==> src/rtl/burst_seq_pkg.sv <==
package burst_seq_pkg;
  // Strobes passed from the control section to the datapath
  typedef struct packed {
    logic load;  // capture the external address, restart at beat 0
    logic step;  // move to the next beat
  } seq_strobes_t;
endpackage

==> src/rtl/burst_seq_ctrl.sv <==
module burst_seq_ctrl
  import burst_seq_pkg::*;
#(
  parameter int BEAT_BITS = 2
) (
  input  logic         clk,
  input  logic         rstN,
  input  logic         procStrobeN,
  input  logic         ctrlStrobeN,
  input  logic         advanceN,
  output seq_strobes_t strobes,
  output logic         burstActive
);
  localparam logic [BEAT_BITS-1:0] LAST_BEAT = '1;

  logic                 loadReq;
  logic                 stepReq;
  logic [BEAT_BITS-1:0] beatsTakenQ;
  logic                 activeQ;

  // A load always wins over an advance
  assign loadReq = !procStrobeN || !ctrlStrobeN;
  assign stepReq = !loadReq && !advanceN;

  always_ff @(posedge clk) begin
    if (!rstN) begin
      beatsTakenQ <= '0;
      activeQ     <= 1'b0;
    end else if (loadReq) begin
      beatsTakenQ <= '0;
      activeQ     <= 1'b1;
    end else if (stepReq && activeQ) begin
      if (beatsTakenQ == LAST_BEAT) begin
        activeQ <= 1'b0;
      end
      beatsTakenQ <= beatsTakenQ + 1'b1;
    end
  end

  assign strobes.load = loadReq;
  assign strobes.step = stepReq;
  assign burstActive  = activeQ;
endmodule

==> src/rtl/burst_seq_path.sv <==
module burst_seq_path
  import burst_seq_pkg::*;
#(
  parameter int ADDR_W    = 18,
  parameter int BEAT_BITS = 2
) (
  input  logic              clk,
  input  logic              rstN,
  input  seq_strobes_t      strobes,
  input  logic              modeInterleave,
  input  logic [ADDR_W-1:0] addrIn,
  output logic [ADDR_W-1:0] arrayAddr
);
  localparam int UPPER_W = ADDR_W - BEAT_BITS;

  logic [ADDR_W-1:0]    baseQ;
  logic [BEAT_BITS-1:0] beatQ;
  logic [BEAT_BITS-1:0] linearLow;
  logic [BEAT_BITS-1:0] interLow;
  logic [BEAT_BITS-1:0] lowOut;

  always_ff @(posedge clk) begin
    if (!rstN) begin
      baseQ <= '0;
      beatQ <= '0;
    end else if (strobes.load) begin
      baseQ <= addrIn;
      beatQ <= '0;
    end else if (strobes.step) begin
      beatQ <= beatQ + 1'b1;  // wraps inside the aligned group
    end
  end

  assign linearLow = baseQ[BEAT_BITS-1:0] + beatQ;

  for (genvar b = 0; b < BEAT_BITS; b++) begin : g_inter
    assign interLow[b] = baseQ[b] ^ beatQ[b];
  end

  assign lowOut = modeInterleave ? interLow : linearLow;

  if (UPPER_W > 0) begin : g_upper
    assign arrayAddr = {baseQ[ADDR_W-1:BEAT_BITS], lowOut};
  end else begin : g_noupper
    assign arrayAddr = lowOut;
  end
endmodule

==> src/rtl/burst_seq.sv <==
module burst_seq
  import burst_seq_pkg::*;
#(
  parameter int ADDR_W    = 18,
  parameter int BEAT_BITS = 2
) (
  input  logic              clk,
  input  logic              rstN,
  input  logic              procStrobeN,
  input  logic              ctrlStrobeN,
  input  logic              advanceN,
  input  logic              modeInterleave,
  input  logic [ADDR_W-1:0] addrIn,
  output logic [ADDR_W-1:0] arrayAddr,
  output logic              burstActive
);
  seq_strobes_t strobes;

  burst_seq_ctrl #(.BEAT_BITS(BEAT_BITS)) u_ctrl (
    .clk         (clk),
    .rstN        (rstN),
    .procStrobeN (procStrobeN),
    .ctrlStrobeN (ctrlStrobeN),
    .advanceN    (advanceN),
    .strobes     (strobes),
    .burstActive (burstActive)
  );

  burst_seq_path #(.ADDR_W(ADDR_W), .BEAT_BITS(BEAT_BITS)) u_path (
    .clk            (clk),
    .rstN           (rstN),
    .strobes        (strobes),
    .modeInterleave (modeInterleave),
    .addrIn         (addrIn),
    .arrayAddr      (arrayAddr)
  );
endmodule

==> config.mk <==
export PLATFORM = sky130hd
export DESIGN_NAME = burst_seq
export DESIGN_NICKNAME = d
export VERILOG_FILES = /design/src/rtl/burst_seq_pkg.sv /design/src/rtl/burst_seq_ctrl.sv /design/src/rtl/burst_seq_path.sv /design/src/rtl/burst_seq.sv
export SDC_FILE = /design/constraint.sdc
export NUM_CORES = 1
export LEC_CHECK = 0
export BUFFER_PORTS_ARGS = -buffer_cell sky130_fd_sc_hd__clkbuf_2
export CORE_ASPECT_RATIO = 1.2
export CORE_MARGIN = 3
export CORE_UTILIZATION = 30
export CTS_CLUSTER_DIAMETER = 150
export DETAILED_ROUTE_END_ITERATION = 16
export SLEW_MARGIN = 30
export SYNTH_ARGS = -nofsm -noshare
export SYNTH_HDL_FRONTEND = slang
export SYNTH_SLANG_ARGS = --single-unit
export TNS_END_PERCENT = 100
==> constraint.sdc <==
create_clock -name clk -period 1.3 [get_ports clk]
set_input_delay 0.195 -clock clk [delete_from_list [all_inputs] [get_ports clk]]
set_output_delay 0.195 -clock clk [all_outputs]
set_load 0.01 [all_outputs]
== Word-level counts from Yosys, hierarchy flattened ==
Cells that the tools add are included.
Storage, ports and cells
  register bits: 23
  word-level logic and storage cells: 26
Operators by class
  add/subtract/negate cells: 3
  equality and inequality tests: 1
  multiplexer cells: 4
  bitwise operators: 3
  reduce and logical (&&, ||, !) cells: 11
Operators by type and width (count)
  2-bit by 1-bit adder with 2-bit output (second input constant): 2
  1-bit logical NOT: 4
  2-bit nonzero test: 2
  1-bit 2-to-1 mux: 3
  2-bit adder: 1
  2-bit equality test (second input constant): 1
  1-bit logical AND: 2
  2-bit 2-to-1 mux: 1
  2-bit AND reduction: 1
  2-bit OR reduction: 1
  1-bit XOR: 2
  1-bit logical OR: 1
  1-bit inverter: 1

== Longest topological paths before layout ==
Gate-level depths: netlist (run 1).
  depth in word-level cells: 7
  mapped depth: 4

== Modules after synthesis ==
Synthesis (run 1) repeated with hierarchy kept, for this count alone.
Second synthesis, totals
  cell total of the unflattened synthesis: 102
  area, all modules: 1096.1 um^2
Modules (own cells, without submodules)
  burst_seq_path: times used 1, cells each 85, area an instance 938.4 um^2, sequential area each 400.4 um^2
  burst_seq_ctrl: times used 1, cells each 17, area an instance 157.7 um^2, sequential area each 60.1 um^2

== Worst setup path before layout (run 1) ==
No wires, ideal clock.
  path type: register -> output
  start point: register u_path.beatQ[0]
  end point: output arrayAddr[1]
  arrival time: 830 ps
  required time: 1105 ps
  setup slack: 275 ps
  stages on the path, launching flop included: 4
  path buffers: 0
  cell sequence: dfxtp_1 ha_1 nor2b_1 xnor2_1
On the way
  cells in the longest elaborated chain, start to end: 2
RTL lines
  start: declaration: line burst_seq_path.sv:17  | logic [BEAT_BITS-1:0] beatQ;
  start signal: assignment: line burst_seq_path.sv:30  | beatQ <= beatQ + 1'b1;
  2-bit adder: line burst_seq_path.sv:34  | assign linearLow = baseQ[BEAT_BITS-1:0] + beatQ;
  2-bit 2-to-1 mux: line burst_seq_path.sv:40  | assign lowOut = modeInterleave ? interLow : linearLow;
  end: declaration: line burst_seq.sv:14  | output logic [ADDR_W-1:0] arrayAddr,
No other way between the ends.

== Worst setup path in the final report (run 1) ==
  start point: register u_path.baseQ[0]
  end point: output arrayAddr[1]
On the way
  cells in the longest elaborated chain, start to end: 2
RTL lines
  start: declaration: line burst_seq_path.sv:16  | logic [ADDR_W-1:0] baseQ;
  start signal: assignment: line burst_seq_path.sv:27  | baseQ <= addrIn;
  2-bit adder: line burst_seq_path.sv:34
  2-bit 2-to-1 mux: line burst_seq_path.sv:40
No other way between the ends.

==> flow_summary.ini, run 1 <==
[synth]
synth_top_cell_area_share_pct = 43.7
synth.avg_cell_area_um2 = 8.86
yosys.area.top_type = dfxtp_1
synth_area_um2 = 1050
synthCells = 119
yosysSeqAreaShare_pct = 43.7
ys_warn_count = 0
synth_seq_cells = 23
synthesis.nets = 145
ys_types = 20
synth_area_leaders = dfxtp_1, nand2_1, buf_4, a21boi_0, a21boi_1

[worst_setup_path]
cp_num_buf_inv = 1
path_class = flip-flop to output pin
crit_family = flip-flops
worst_setup_path_start_kind = flip-flop
crit_slowest_cell = dfxtp_2
end_kind = output pin
arrival_ns = 1.18
required_ns = 1.11
crit_fanout = 2
max_stage_delay_ns = 0.35
path_cells = ha_4, nor2b_4, xnor2_1, buf_2

[clocking]
root_buffer = clkbuf_4
clk_pin_slew_ns = 0.12
insertion_delay_ns = 0.30
clock_sinks = 23
tritoncts = built
clockBufferDepth = 2
cts_htree_levels = 1
postCtsHoldBufs = 0
cts_buffers = 3

[timing]
hold_violations = 0
slew_viol_final = 0
period_share_pct = 105
fmax_mhz = 729
max_slew_margin_pct = 76.5
setup_violations = 1
fin_crit_ns = 1.37
hold_ws_ns = 0.105
clock_skew_ns = 0.00786
worst_pin_slew_ns = 0.352
layout_setup_ws_ns = -0.0708
fin_tns_setup_ns = -0.0708
rsz0062_at_grt = true

[grt]
grt_pass1_wl_um = 3390
groute.usage.overall_pct = 10.0
first_global_vias = 819
antenna_found_initial = 0
globalRouteOverflowTotal = 0
grt_max_degree = 21

[route]
drc_errors = 0
ant_nets = 0
post_drt_via_cell_ratio = 4.30
firstDrtPassIters = 4
first_iter_violations = 4
wl_per_cell_um = 10.7
routed_wl_um = 1940
vias = 778

[die]
dieWidth_um = 60.1
initial_utilization_pct = 32.8
num_rows = 22
die_area_um2 = 4270
core_um2 = 3220
dieHeight_um = 71.0
io_pins = 43

[pwr]
power_density_nw_per_um2 = 1050
clockPowerShare_pct = 24.7
vdd_ir_drop_max_uv = 433
p_leak_nw = 0.566
switching_share_pct = 24.5
power.internal_mw = 0.957
power.net_switching_mw = 0.310
pwr-share-comb_pct = 15.0
total_power_mw = 1.27
p_seq_share_pct = 60.3

[layout]
fillers = 348
final_core_util_pct = 37.5
drive_above_1_share_pct = 37.2
nNetsFinal = 172
synthToLayoutAreaGrowth_pct = 14.5
num_antenna_cells = 0

[min_path]
holdCritPathClass = primary input to flip-flop

[placement]
place.detailed.hpwl_um = 1530
dp_slack_ns = 0.192
place.gp.congestion = 0.700
port_buffers = 42

[status]
outcome = finished with violations
violations = negative setup slack

[flow_run]
maxCapViolCount = 0
## through the flow
stage,cells,area [um2]
global route,181,1210
finish,181,1210
floorplan,119,1050
CTS,181,1190
detailed placement,176,1140
global placement,176,1140
## what timing repair did
| action | 4_1_cts | 5_1_grt |
|---|---|---|
| setup buffers | 1 | 0 |
| cloned | 0 | 0 |
| gates resized for setup | 5 | 4 |
| endpoints found under the setup margin | 1 | 2 |
| pin swaps | 2 | 0 |
## cell usage after synthesis, drive strengths merged
cell	number
inv	1
dfxtp	23
xnor2	4
buf	19
a21boi	19
o21ai	1
nand2	38
mux2i	1
ha	2
nor3	1
nor2	3
clkbuf	2
and2	1
nor2b	4
## path summary, 6_finish.rpt
path	startpoint	endpoint	slack (ns)	cells after the start
setup / recovery	u_path.baseQ[0]	arrayAddr[1]	-0.07	4
hold / removal	addrIn[16]	u_path.baseQ[16]	0.11	3
setup reg to reg	u_path.beatQ[0]	u_path.beatQ[1]	0.31	4
hold reg to reg	u_path.baseQ[16]	u_path.baseQ[16]	0.46	2
## state kept, by name (all words and copies together) (netlist names)
signal	flops
u_path.beatQ	2
u_ctrl.burstActive	1
u_ctrl.beatsTakenQ	2
u_path.baseQ	18
## cell usage in the layout, fill, tap and decap left out
cell      count
clkbuf_2     40
nand2_1      36
dfxtp_1      21
a21boi_0     10
a21boi_1      9
xnor2_1       4
nor2b_1       3
nor2_1        3
clkbuf_4      3
dfxtp_2       2
nor2b_4       1
and2_4        1
nand2_2       1
inv_1         1
o21ai_0       1
nand2_4       1
mux2i_1       1
nor3_2        1
ha_4          1
ha_1          1
clkbuf_1      1
buf_6         1
buf_2         1
buf_4         1
## power groups by stage
stage          registers, mW  logic (mW)  clock network [mW]
6_report               0.764       0.190               0.313
5_1_grt                0.770       0.218               0.365
4_1_cts                0.764       0.191               0.333
3_5_place_dp           0.779       0.187                   0
3_3_place_gp           0.777       0.182                   0
2_1_floorplan          0.775       0.152                   0
## worst reg2reg max path, cell delays in order, from the launching register on
cell,delay [ns]
dfxtp_2,0.37
buf_4,0.11
nor2b_1,0.22
xnor2_1,0.15
nor2_1,0.05
## cells by family (layout without fill, tap and decap cells)
kind of cell               count (synthesis)  in the layout  share of synthesized area [%]
and+or+nand+nor                           47             47                           19.7
AOI/OAI and AO/OA                         20             20                           14.0
DFF                                       23             23                           43.7
muxes                                      1              1                          0.949
buffers and inverters                     22             48                           16.0
xor gates and xnor gates                   4              4                           3.32
adders and majority gates                  2              2                           2.37
## area by class of cell
type,instances,area [um2],area share [%]
Clock buffer,4,26.3,2.18
Inverter,1,3.75,0.311
Multi-Input combinational cell,74,445,36.9
Sequential cell,23,463,38.3
Tap cell,36,45.0,3.73
Timing Repair Buffer,43,224,18.5
## layer usage
metal	vias to the layer above	wire length (um)	global-route usage, %
met5	-	0	0
met4	0	34	5.17
met3	2	82	0.730
met2	16	1090	18.4
met1	348	724	11.1
li1	412	-	-
No activity file was read; power rests on OpenSTA's default activity.
==> inputs of run 2 (changes only) <==
--- a/config.mk
+++ b/config.mk
@@ -8,9 +8,10 @@
 export BUFFER_PORTS_ARGS = -buffer_cell sky130_fd_sc_hd__clkbuf_2
 export CORE_ASPECT_RATIO = 1.2
 export CORE_MARGIN = 3
-export CORE_UTILIZATION = 30
+export CORE_UTILIZATION = 50
 export CTS_CLUSTER_DIAMETER = 150
 export DETAILED_ROUTE_END_ITERATION = 16
+export PLACE_DENSITY_LB_ADDON = 0.08
 export SLEW_MARGIN = 30
 export SYNTH_ARGS = -nofsm -noshare
 export SYNTH_HDL_FRONTEND = slang
==> run 2 against run 1 <==
  * The flow still finishes with violations (negative setup slack)
  * Non-clock buffer count unchanged
  * Clock power is 3% higher
  * Die area down 37%
  * Via count grew 0.51%
  * Critical endpoint unchanged
  * Largest power group unchanged
  * Highest routed layer unchanged
==> flow_summary.ini, run 2 (same netlist as run 1, synthesis figures left out) <==
[status]
outcome = finished with violations
violations = negative setup slack

[grt]
grt_pass1_wl_um = 3080
gr-usage-met2_pct = 24.6
grt_use_met1_pct = 19.6
busiest_layer = met2
grt_use_met3_pct = 1.92
globalRouteOverflowTotal = 0
first_global_vias = 758
grt_max_degree = 21
antenna_found_initial = 0
groute.usage.overall_pct = 15.4

[layout]
final_cell_mix = clkbuf_2, nand2_1, dfxtp_1
largest_reg_flops = 18
fillers = 196
fin_area_um2 = 1180
synthToLayoutAreaGrowth_pct = 12.0
final_common_cell = clkbuf_2
num_antenna_cells = 0
stdcell_count = 164
largestRegisters = u_path.baseQ x18, u_ctrl.beatsTakenQ x2, u_path.beatQ x2
final_core_util_pct = 61.7
multi_input_area_um2 = 445
largest-register = u_path.baseQ
seq_area_um2 = 463
nNetsFinal = 172
drive_above_1_share_pct = 37.9

[placement]
place.detailed.hpwl_um = 1320
place.gp.congestion = 0.680
port_buffers = 42
placed_cell_area_um2 = 1120
placedCellCount = 159
dp_slack_ns = 0.182

[worst_setup_path]
path_class = flip-flop to output pin
worst_setup_path_start_kind = flip-flop
max_stage_delay_ns = 0.36
crit_family = flip-flops
rrSetupSlack_ns = 0.30
crit_slowest_cell = dfxtp_2
reg2reg_to = u_path.beatQ[1]
cp_num_buf_inv = 1
path_cells = ha_4, nor2b_4, xnor2_1, buf_2
critPathLaunch = u_path.beatQ[0]
cp.depth = 4
required_ns = 1.11
arrival_ns = 1.20
crit_fanout = 2
end_kind = output pin
r2r_start = u_path.beatQ[0]
endpoint = arrayAddr[1]
r2r_cells = 4

[die]
dieWidth_um = 47.9
die_area_um2 = 2700
num_rows = 17
core_um2 = 1910
io_pins = 43
initial_utilization_pct = 55.1
dieHeight_um = 56.3

[clocking]
cts_htree_levels = 1
cts_buffers = 3
insertion_delay_ns = 0.31
clock_sinks = 23
clockBufferDepth = 2
tritoncts = built
postCtsHoldBufs = 0
clk_pin_slew_ns = 0.13
root_buffer = clkbuf_4

[pwr]
total_power_mw = 1.27
p_leak_nw = 0.567
power_density_nw_per_um2 = 1070
power.net_switching_mw = 0.322
clockPowerShare_pct = 25.3
switching_share_pct = 25.3
p_seq_share_pct = 60.2
power.internal_mw = 0.948
pwr-share-comb_pct = 14.5
vdd_ir_drop_max_uv = 606

[timing]
layout_setup_ws_ns = -0.0929
fmax_mhz = 718
rsz0062_at_grt = true
fin_tns_setup_ns = -0.0929
setup_violations = 1
clock_skew_ns = 0.00760
hold_ws_ns = 0.0914
worst_pin_slew_ns = 0.372
hold_violations = 0
fin_crit_ns = 1.39
slew_viol_final = 0
max_slew_margin_pct = 75.2
period_share_pct = 107

[route]
ant_nets = 0
wl_per_cell_um = 11.2
first_iter_violations = 10
vias = 782
drc_errors = 0
post_drt_via_cell_ratio = 4.77
firstDrtPassIters = 3
routed_wl_um = 1830

[flow_run]
maxCapViolCount = 0

[min_path]
holdCritPathClass = primary input to flip-flop
==> run 2: cell types whose count changed in the layout (fill, tap and decap cells not counted) <==
cell      before  now
buf_6          1    0
clkbuf_1       1    0
clkbuf_2      40   41
clkinv_2       0    1
==> run 2: how the worst min path moves through the flow <==
stage                           from                to  slack (ns)  cells after the start
final                      addrIn[9]   u_path.baseQ[9]        0.09                      3
after floorplan            addrIn[0]   u_path.baseQ[0]        0.33                      2
after CTS                 addrIn[17]  u_path.baseQ[17]        0.08                      3
after global routing      addrIn[17]  u_path.baseQ[17]        0.07                      3
after detailed placement  addrIn[17]  u_path.baseQ[17]        0.43                      3
after global placement    addrIn[12]  u_path.baseQ[12]        0.42                      3
==> run 2: metal layers <==
layer	up-vias	wire, um
met1	338	796
met5	-	0
met2	28	906
li1	414	-
met4	0	17
met3	2	113
==> run 2: timing repair <==
action                     4_1_cts  5_1_grt
pin swaps                        1        1
gates resized for setup          4        3
cloned                           0        0
setup buffers                    1        0
hold endpoints to repair         0        0
setup endpoints to repair        1        2
==> run 2: power groups by stage <==
stage	sequential (mW)	combinational (mW)	clock (mW)
6_report	0.764	0.184	0.322
5_1_grt	0.770	0.207	0.369
4_1_cts	0.763	0.187	0.343
3_5_place_dp	0.779	0.184	0
3_3_place_gp	0.777	0.180	0
2_1_floorplan	0.775	0.152	0
==> run 2: final cells by class <==
cell class	count	share of cell area (%)
Sequential cell	23	39.2
Inverter	1	0.318
Clock inverter	1	0.424
Timing Repair Buffer	43	18.4
Clock buffer	3	1.91
Tap cell	19	2.01
Multi-Input combinational cell	74	37.7
==> run 2: worst min-delay path: stages <==
cell	delay (ns)
clkbuf_2	0.08
nand2_1	0.04
a21boi_1	0.05
==> inputs of run 3 (changes only) <==
--- a/config.mk
+++ b/config.mk
@@ -11,6 +11,7 @@
 export CORE_UTILIZATION = 50
 export CTS_CLUSTER_DIAMETER = 150
 export DETAILED_ROUTE_END_ITERATION = 16
+export MAX_ROUTING_LAYER = met4
 export PLACE_DENSITY_LB_ADDON = 0.08
 export SLEW_MARGIN = 30
 export SYNTH_ARGS = -nofsm -noshare
==> run 3 against run 2 <==
  * The run still ends with negative setup slack left
  * Final area stayed put
  * Register-to-register slack about the same
  * Combinational power about the same
  * Count of clock-buffer cells in the layout stayed put
  * Sequential power about the same
  * Clock skew barely moved
  * Routed wire length stayed put
  * Worst setup slack about the same
  * Clock power about the same
  * Core utilization did not move
  * Critical path type unchanged
==> flow_summary.ini, run 3 (same netlist as run 1, synthesis figures left out) <==
[layout]
largest_reg_flops = 18
largestRegisters = u_path.baseQ x18, u_ctrl.beatsTakenQ x2, u_path.beatQ x2
final_cell_mix = clkbuf_2, nand2_1, dfxtp_1
largest-register = u_path.baseQ
drive_above_1_share_pct = 37.9
synthToLayoutAreaGrowth_pct = 12.0
final_core_util_pct = 61.7
stdcell_count = 164
num_antenna_cells = 0
nNetsFinal = 172
final_common_cell = clkbuf_2

[clocking]
clock_sinks = 23
insertion_delay_ns = 0.31
clk_pin_slew_ns = 0.13
cts_buffers = 3
postCtsHoldBufs = 0
clockBufferDepth = 2
tritoncts = built
cts_htree_levels = 1
root_buffer = clkbuf_4

[worst_setup_path]
path_class = flip-flop to output pin
worst_setup_path_start_kind = flip-flop
crit_fanout = 2
arrival_ns = 1.20
end_kind = output pin
required_ns = 1.11
rrSetupSlack_ns = 0.30

[pwr]
vdd_ir_drop_max_uv = 606
power_density_nw_per_um2 = 1070
p_leak_nw = 0.567

[flow_run]
maxCapViolCount = 0

[route]
firstDrtPassIters = 3
vias = 782
routed_wl_um = 1830
post_drt_via_cell_ratio = 4.77
ant_nets = 0
drc_errors = 0
wl_per_cell_um = 11.2
first_iter_violations = 10

[timing]
clock_skew_ns = 0.00761
worst_pin_slew_ns = 0.372
layout_setup_ws_ns = -0.0929
period_share_pct = 107
fmax_mhz = 718
max_slew_margin_pct = 75.2
fin_crit_ns = 1.39
hold_violations = 0
slew_viol_final = 0
rsz0062_at_grt = true
setup_violations = 1

[placement]
place.gp.congestion = 0.687
port_buffers = 42
place.detailed.hpwl_um = 1320
placedCellCount = 159

[die]
initial_utilization_pct = 55.1
dieWidth_um = 47.9
num_rows = 17
core_um2 = 1910
die_area_um2 = 2700
dieHeight_um = 56.3
io_pins = 43

[grt]
grt_pass1_wl_um = 3090
grt_max_degree = 21
antenna_found_initial = 0
first_global_vias = 758
groute.usage.overall_pct = 15.8
globalRouteOverflowTotal = 0

[min_path]
holdCritPathClass = primary input to flip-flop

[status]
violations = negative setup slack
outcome = finished with violations
run 3: per-layer routing:
metal / vias up / part of all wire (%) / track usage [%] / wire length, um
met5: - / 0 / - / 0
met4: 0 / 0.93 / 6.92 / 17
met3: 2 / 6.2 / 1.92 / 113
met2: 28 / 49 / 24.6 / 906
met1: 338 / 43 / 19.6 / 796
li1: 414 / - / - / -
run 3: final timing paths:
kind                    startpoint                to  cells after the start
hold / removal           addrIn[9]   u_path.baseQ[9]                      3
setup / recovery   u_path.beatQ[0]      arrayAddr[1]                      4
setup reg to reg   u_path.beatQ[0]   u_path.beatQ[1]                      4
hold reg to reg   u_path.baseQ[12]  u_path.baseQ[12]                      2
run 3: stage by stage:
step	hold WS [ns]	setup WS, ns	power [mW]	instance area [um2]	TNS (ns)
final	0.0914	-0.0929	1.27	1180	-0.0929
after global routing	0.0718	-0.173	1.35	1180	-0.173
after CTS	0.0759	-0.150	1.29	1170	-0.150
after detailed placement	0.428	0.182	0.963	1120	0
after global placement	0.421	0.223	0.957	1120	0
after floorplan	0.334	0.275	0.927	1050	0
run 3: worst max-delay path: stages, from the launching register on:
cell     delay, ns
dfxtp_2       0.36
ha_4          0.15
nor2b_4       0.12
xnor2_1       0.13
buf_2         0.15
run 3: power by group:
| part | internal [mW] | total [mW] | leakage, nW | switching, mW |
|---|---|---|---|---|
| clock | 0.115 | 0.322 | 0.0177 | 0.207 |
| combinational | 0.0897 | 0.184 | 0.358 | 0.0943 |
| sequential | 0.744 | 0.764 | 0.191 | 0.0202 |
run 3: area by class of cell:
type | instances | area [um2]
Multi-Input combinational cell | 74 | 445
Timing Repair Buffer | 43 | 218
Sequential cell | 23 | 463
Clock inverter | 1 | 5.00
Tap cell | 19 | 23.8
Clock buffer | 3 | 22.5
Fill cell | 196 | 733
Inverter | 1 | 3.75
run 3: repair_timing:
action / CTS / global route
buffers inserted: 1 / 0
endpoints found under the setup margin: 1 / 2
pin swaps: 1 / 1
resized for setup: 4 / 3
